<file path="src/rtl/pq_src_pkg.sv">
package pq_src_pkg;

    typedef struct packed {
        logic p;
        logic q;
    } pq_t;

    typedef enum logic [3:0] {
        OP_NONE,
        OP_GET,
        OP_SET00,
        OP_SET01,
        OP_SET10,
        OP_SET11,
        OP_LD_EOI,
        OP_ST_EOI,
        OP_TRIG,
        OP_BAD_RD
    } pq_op_e;

    localparam int SEL_W = 4;

    localparam logic [SEL_W-1:0] SEL_EOI_TRIG = 4'h0;
    localparam logic [SEL_W-1:0] SEL_ST_EOI   = 4'h4;
    localparam logic [SEL_W-1:0] SEL_GET      = 4'h8;
    localparam logic [SEL_W-1:0] SEL_SET00    = 4'hC;
    localparam logic [SEL_W-1:0] SEL_SET01    = 4'hD;
    localparam logic [SEL_W-1:0] SEL_SET10    = 4'hE;
    localparam logic [SEL_W-1:0] SEL_SET11    = 4'hF;

    typedef struct packed {
        pq_t        pq;
        logic       notify;
        logic       rd_valid;
        logic [1:0] rd_pq;
    } pq_regs_t;

    function automatic logic is_load_op(input pq_op_e op);
        return (op == OP_GET) || (op == OP_SET00) || (op == OP_SET01) ||
               (op == OP_SET10) || (op == OP_SET11) || (op == OP_LD_EOI);
    endfunction

endpackage

</file>
<file path="src/rtl/pq_src_decode.sv">
module pq_src_decode
    import pq_src_pkg::*;
#(
    parameter int OFS_W        = 12,
    parameter int ERRATA_SHIFT = 4
) (
    input  logic             acc_valid,
    input  logic             acc_write,
    input  logic [OFS_W-1:0] acc_ofs,
    input  logic             errata_en,
    output pq_op_e           op
);
    localparam int SEL_LSB = OFS_W - SEL_W;
    localparam logic [OFS_W-1:0] SEL_MASK = {{SEL_W{1'b1}}, {SEL_LSB{1'b0}}};

    logic [OFS_W-1:0] ofs_fixed;
    logic [SEL_W-1:0] sel;

    always_comb begin
        ofs_fixed = errata_en ? (acc_ofs | (acc_ofs << ERRATA_SHIFT)) : acc_ofs;
    end

    // Only the selector field decides; the low bits fall away in the mask.
    always_comb begin
        logic [OFS_W-1:0] masked;
        masked = (ofs_fixed & SEL_MASK) >> SEL_LSB;
        sel    = masked[SEL_W-1:0];
    end

    always_comb begin
        op = OP_NONE;
        if (acc_valid) begin
            if (acc_write) begin
                unique case (sel)
                    SEL_EOI_TRIG: op = OP_TRIG;
                    SEL_ST_EOI:   op = OP_ST_EOI;
                    default:      op = OP_NONE;
                endcase
            end else begin
                unique case (sel)
                    SEL_EOI_TRIG: op = OP_LD_EOI;
                    SEL_GET:      op = OP_GET;
                    SEL_SET00:    op = OP_SET00;
                    SEL_SET01:    op = OP_SET01;
                    SEL_SET10:    op = OP_SET10;
                    SEL_SET11:    op = OP_SET11;
                    default:      op = OP_BAD_RD;
                endcase
            end
        end
    end

endmodule

</file>
<file path="src/rtl/pq_src_trig.sv">
module pq_src_trig
    import pq_src_pkg::*;
(
    input  logic   level_mode,
    input  logic   trig_in,
    input  logic   lvl_in,
    input  pq_op_e op,
    output logic   edge_evt,
    output logic   lvl_evt
);
    always_comb begin
        edge_evt = !level_mode && (trig_in || (op == OP_TRIG));
        lvl_evt  = level_mode && lvl_in;
    end
endmodule

</file>
<file path="src/rtl/pq_src_next.sv">
module pq_src_next
    import pq_src_pkg::*;
(
    input  pq_t    pq_old,
    input  pq_op_e op,
    input  logic   level_mode,
    input  logic   lvl_in,
    input  logic   edge_evt,
    input  logic   lvl_evt,
    output pq_t    pq_new,
    output logic   notify_new
);
    pq_t  pq_acc;
    logic renotify;

    // Step 1: the access rewrites the state.
    always_comb begin
        pq_acc   = pq_old;
        renotify = 1'b0;
        unique case (op)
            OP_SET00:  pq_acc = 2'b00;
            OP_SET01:  pq_acc = 2'b01;
            OP_SET10:  pq_acc = 2'b10;
            OP_SET11:  pq_acc = 2'b11;
            OP_LD_EOI: begin
                pq_acc   = 2'b00;
                renotify = level_mode && lvl_in;
            end
            OP_ST_EOI: begin
                pq_acc   = 2'b00;
                renotify = level_mode ? lvl_in : pq_old.q;
            end
            default: ;
        endcase
        if (renotify) pq_acc = 2'b10;
    end

    // Step 2: the source event acts on the post-access state.
    always_comb begin
        pq_new     = pq_acc;
        notify_new = renotify;
        if (edge_evt) begin
            if (pq_acc == 2'b00) begin
                pq_new     = 2'b10;
                notify_new = 1'b1;
            end else if (pq_acc.p) begin
                pq_new.q = 1'b1;
            end
        end else if (lvl_evt && (pq_acc == 2'b00)) begin
            pq_new     = 2'b10;
            notify_new = 1'b1;
        end
    end

endmodule

</file>
<file path="src/rtl/pq_source_ctrl.sv">
module pq_source_ctrl
    import pq_src_pkg::*;
#(
    parameter int OFS_W        = 12,
    parameter int DATA_W       = 64,
    parameter int ERRATA_SHIFT = 4
) (
    input  logic              clk,
    input  logic              rst_n,
    input  logic              level_mode,
    input  logic              errata_en,
    input  logic              trig_in,
    input  logic              lvl_in,
    input  logic              acc_valid,
    input  logic              acc_write,
    input  logic [OFS_W-1:0]  acc_ofs,
    output logic              rd_valid,
    output logic [DATA_W-1:0] rd_data,
    output logic              notify
);
    localparam pq_regs_t REGS_RST = '{pq: 2'b01, notify: 1'b0, rd_valid: 1'b0, rd_pq: 2'b00};

    pq_op_e   op;
    logic     edge_evt;
    logic     lvl_evt;
    pq_t      pq_new;
    logic     notify_new;
    pq_regs_t regs_d, regs_q;

    pq_src_decode #(.OFS_W(OFS_W), .ERRATA_SHIFT(ERRATA_SHIFT)) u_decode (
        .acc_valid (acc_valid),
        .acc_write (acc_write),
        .acc_ofs   (acc_ofs),
        .errata_en (errata_en),
        .op        (op)
    );

    pq_src_trig u_trig (
        .level_mode (level_mode),
        .trig_in    (trig_in),
        .lvl_in     (lvl_in),
        .op         (op),
        .edge_evt   (edge_evt),
        .lvl_evt    (lvl_evt)
    );

    pq_src_next u_next (
        .pq_old     (regs_q.pq),
        .op         (op),
        .level_mode (level_mode),
        .lvl_in     (lvl_in),
        .edge_evt   (edge_evt),
        .lvl_evt    (lvl_evt),
        .pq_new     (pq_new),
        .notify_new (notify_new)
    );

    always_comb begin
        regs_d          = regs_q;
        regs_d.pq       = pq_new;
        regs_d.notify   = notify_new;
        regs_d.rd_valid = acc_valid && !acc_write;
        regs_d.rd_pq    = is_load_op(op) ? regs_q.pq : 2'b00;
    end

    always_ff @(posedge clk) begin
        if (!rst_n) regs_q <= REGS_RST;
        else        regs_q <= regs_d;
    end

    assign rd_valid = regs_q.rd_valid;
    assign rd_data  = DATA_W'(regs_q.rd_pq);
    assign notify   = regs_q.notify;

    // a load reports the state held before it.
    p_rd_old_r3: assert property (@(posedge clk) disable iff (!rst_n)
        (is_load_op(op)) |=> (rd_data[1:0] == $past(regs_q.pq)));

    // a state read with no event keeps the state.
    p_get_hold_r2: assert property (@(posedge clk) disable iff (!rst_n)
        (op == OP_GET && !edge_evt && !lvl_evt) |=> $stable(regs_q.pq));

    // a pulse is always accompanied by P set.
    p_notify_p_r4: assert property (@(posedge clk) disable iff (!rst_n)
        notify |-> regs_q.pq.p);

    // a masked source stays silent when nothing rewrites it.
    p_masked_quiet_r4: assert property (@(posedge clk) disable iff (!rst_n)
        (regs_q.pq == 2'b01 && (op == OP_NONE || op == OP_GET || op == OP_TRIG))
        |=> (!notify && regs_q.pq == 2'b01));

    // forcing 11 always lands on 11.
    p_set11_r3: assert property (@(posedge clk) disable iff (!rst_n)
        (op == OP_SET11) |=> (regs_q.pq == 2'b11));

    // an unmapped load returns zero.
    p_bad_rd_zero_r11: assert property (@(posedge clk) disable iff (!rst_n)
        (op == OP_BAD_RD) |=> (rd_valid && rd_data == '0));

endmodule

</file>
<file path="config.mk">
export PLATFORM = sky130hd
export DESIGN_NAME = pq_source_ctrl
export DESIGN_NICKNAME = d
export VERILOG_FILES = /design/src/rtl/pq_src_pkg.sv /design/src/rtl/pq_src_decode.sv /design/src/rtl/pq_src_trig.sv /design/src/rtl/pq_src_next.sv /design/src/rtl/pq_source_ctrl.sv
export SDC_FILE = /design/constraint.sdc
export NUM_CORES = 1
export LEC_CHECK = 0
export ABC_AREA = 1
export BUFFER_PORTS_ARGS = -buffer_cell sky130_fd_sc_hd__buf_4
export CAP_MARGIN = 10
export CELL_PAD_IN_SITES_DETAIL_PLACEMENT = 0
export CELL_PAD_IN_SITES_GLOBAL_PLACEMENT = 1
export CORE_MARGIN = 5
export CORE_UTILIZATION = 26
export DETAILED_ROUTE_END_ITERATION = 8
export PLACE_DENSITY = 0.82
export SLEW_MARGIN = 20
export SYNTH_ARGS = -nofsm -noshare
export SYNTH_HDL_FRONTEND = slang
export SYNTH_SLANG_ARGS = --single-unit
</file>
<file path="constraint.sdc">
create_clock -name clk -period 2.04 [get_ports clk]
set_input_delay 0.51 -clock clk [delete_from_list [all_inputs] [get_ports clk]]
set_output_delay 0.51 -clock clk [all_outputs]
set_load 0.01 [all_outputs]
</file>
==> results.py <==
metrics = {
    "power_and_ir_drop": {
        "power_density_nw_per_um2": 477,
        "p_leak_nw": 0.612,
        "peakVddDrop_uv": 114,
    },
    "final_layout": {
        "multi_input_area_um2": 596,
        "mostFrequentLayoutCell": "conb_1",
        "area_delta_synth_final_pct": -0.734,
        "final_cell_mix": "conb_1, nand2_1, buf_4, inv_1, nand2_2",
        "fillers": 447,
        "seq_area_um2": 120,
        "layout-drive-gt1-share_pct": 26.0,
        "num_antenna_cells": 0,
        "fin_nets": 195,
    },
    "die": {
        "rows": 22,
        "coreArea_um2": 3740,
        "die-width_um": 72.7,
        "pin_count": 86,
        "start_util_pct": 27.3,
        "die-area_um2": 5290,
        "die_y_um": 72.7,
    },
    "grt": {
        "grt_max_degree": 7,
        "track_usage_pct": 5.74,
        "grt_pass1_wl_um": 2450,
        "grt-ovfl-total": 0,
        "antenna_found_initial": 0,
        "first_global_vias": 647,
    },
    "timing": {
        "rsz0062_at_grt": "no",
        "hold_viol_final": 0,
        "finalSetupViolCount": 0,
        "tns_ns": 0,
        "finalMaxSlewViolations": 0,
        "post-route-min-period_ns": 1.62,
        "finClkSkew_ns": 0.00115,
        "fmax_mhz": 616,
        "fin_crit_sh_pct": 79.6,
        "fin_ws_ns": 0.417,
    },
    "setup_path": {
        "crit_start": "errata_en",
        "crit_type": "in2reg",
        "required_ns": 2.20,
        "setup.worst_path.end_class": "register",
        "ff2ff_path_depth": 8,
        "r2r_slack_ns": 0.97,
        "crit_fanout": 5,
        "crit_arrival_ns": 1.79,
        "r2r-start": "regs_q[4]",
        "r2r-end": "regs_q[4]",
        "startpoint_type": "input pin",
    },
    "place": {
        "preCtsSetupSlack_ns": 0.210,
        "place.gp.congestion": 0.826,
        "io_buffers": 19,
        "dp_hpwl_um": 1520,
    },
    "clock_tree": {
        "root_buffer": "clkbuf_8",
        "cts_hold_buf": 0,
        "cts_sinks": 6,
        "numCtsBuffers": 3,
        "htree_levels": 1,
        "cts_buffer_depth": 2,
        "cts_tree": "yes",
        "cts_setup_buffers": 0,
        "clk_pin_slew_ns": 0.03,
        "clock_latency_ns": 0.22,
        "cts_resized": 0,
    },
    "flow_run": {
        "max-cap-violations": 0,
    },
    "synthesis": {
        "yosysWarnings": 0,
        "synth_seq_cells": 6,
        "avgSynthCellArea_um2": 6.65,
        "syn-instance-count": 154,
        "yosysUniqueCellTypes": 18,
        "yosysSeqAreaShare_pct": 11.7,
        "netlist_area_um2": 1020,
    },
    "min_path": {
        "min_from": "regs_q[5]",
        "whs_path_depth": 2,
        "whs_endpoint": "rd_data[1]",
        "hp-class": "reg2reg",
    },
    "status": {
        "status": "finished, final reports clean",
    },
    "routing": {
        "drtIter0Drc": 32,
        "vias": 749,
        "vias_per_cell": 3.39,
        "first_pass_iters": 4,
        "wirelength_um": 1670,
        "drc": 0,
        "post_drt_wl_per_cell_um": 7.57,
        "ant_nets": 0,
    },
}
[critical path, cell delays in order]
cell and delay, ns:
buf_4 0.13, nand2_2 0.07, nand2_2 0.08, nor2_4 0.14, nand2_2 0.10, nand2_2 0.07, nand2_2 0.05, nand2_2 0.10
nand4_1 0.14, nor2_1 0.14, nor2_2 0.06, nand2_2 0.07, nand3_1 0.06, nand2_1 0.05
[synth_stat cells (all sizes together)]
cell type  number  share of area (%)
nand4           3                1.8
nand3           9                5.9
a21oi           3                1.5
nor2           12                6.1
dfxtp           6                 12
conb            1               0.37
buf            64                 47
nand2          35                 17
nor3            2                1.5
inv            15                5.5
o21ai           4                2.0
[sequential cells by signal, summed over array words and instances, names as in the netlist]
| register | count |
|---|---|
| notify | 1 |
| rd_data | 2 |
| rd_valid | 1 |
| regs_q | 2 |
[final cells by class]
class	instances	area share, %
clock buffers	3	4.06
inverters	15	5.54
multi-input cells	130	58.6
flip-flops and latches	6	11.8
well taps	48	5.91
repair buffers	19	14.0
[stage by stage]
step / cells / utilization, % / hold WS (ns) / power, mW / area [µm²]
final: 221 / 27.1 / 0.444 / 0.485 / 1020
after global routing: 221 / 27.1 / 0.484 / 0.522 / 1020
after CTS: 221 / 27.1 / 0.446 / 0.486 / 1020
after detailed placement: 218 / 26.0 / 0.438 / 0.310 / 975
after global placement: 218 / 26.0 / 0.447 / 0.308 / 975
after floorplan: 215 / - / 0.416 / 0.356 / 1250
[worst max-delay path by stage]
stage,to,slack (ns),cells after the start
3_5_place_dp,regs_q[4],0.21,13
6_report,regs_q[4],0.42,14
4_1_cts,regs_q[4],0.44,13
2_1_floorplan,regs_q[4],0.49,12
3_3_place_gp,regs_q[4],0.22,13
5_1_grt,notify,0.25,14
[report_power, final]
group          internal, mW  switching [mW]
logic                0.0555           0.126
registers             0.128         0.00221
clock network         0.126          0.0468
[layer usage]
metal	up-vias	global-route usage [%]	routed length (µm)
met4	0	3.48	15
met1	315	6.20	559
met2	46	9.82	859
li1	384	-	-
met5	-	0	0
met3	4	1.65	238
[kinds of logic (layout without fill, tap and decap cells)]
family	after synthesis	in the layout	synth area share, %
buffers and inverters	79	37	52.4
and+or+nand+nor	61	61	32.0
AOI/OAI and AO/OA	7	7	3.42
DFF	6	6	11.7
other	1	62	0.366
(Power assumes the default switching activity.)
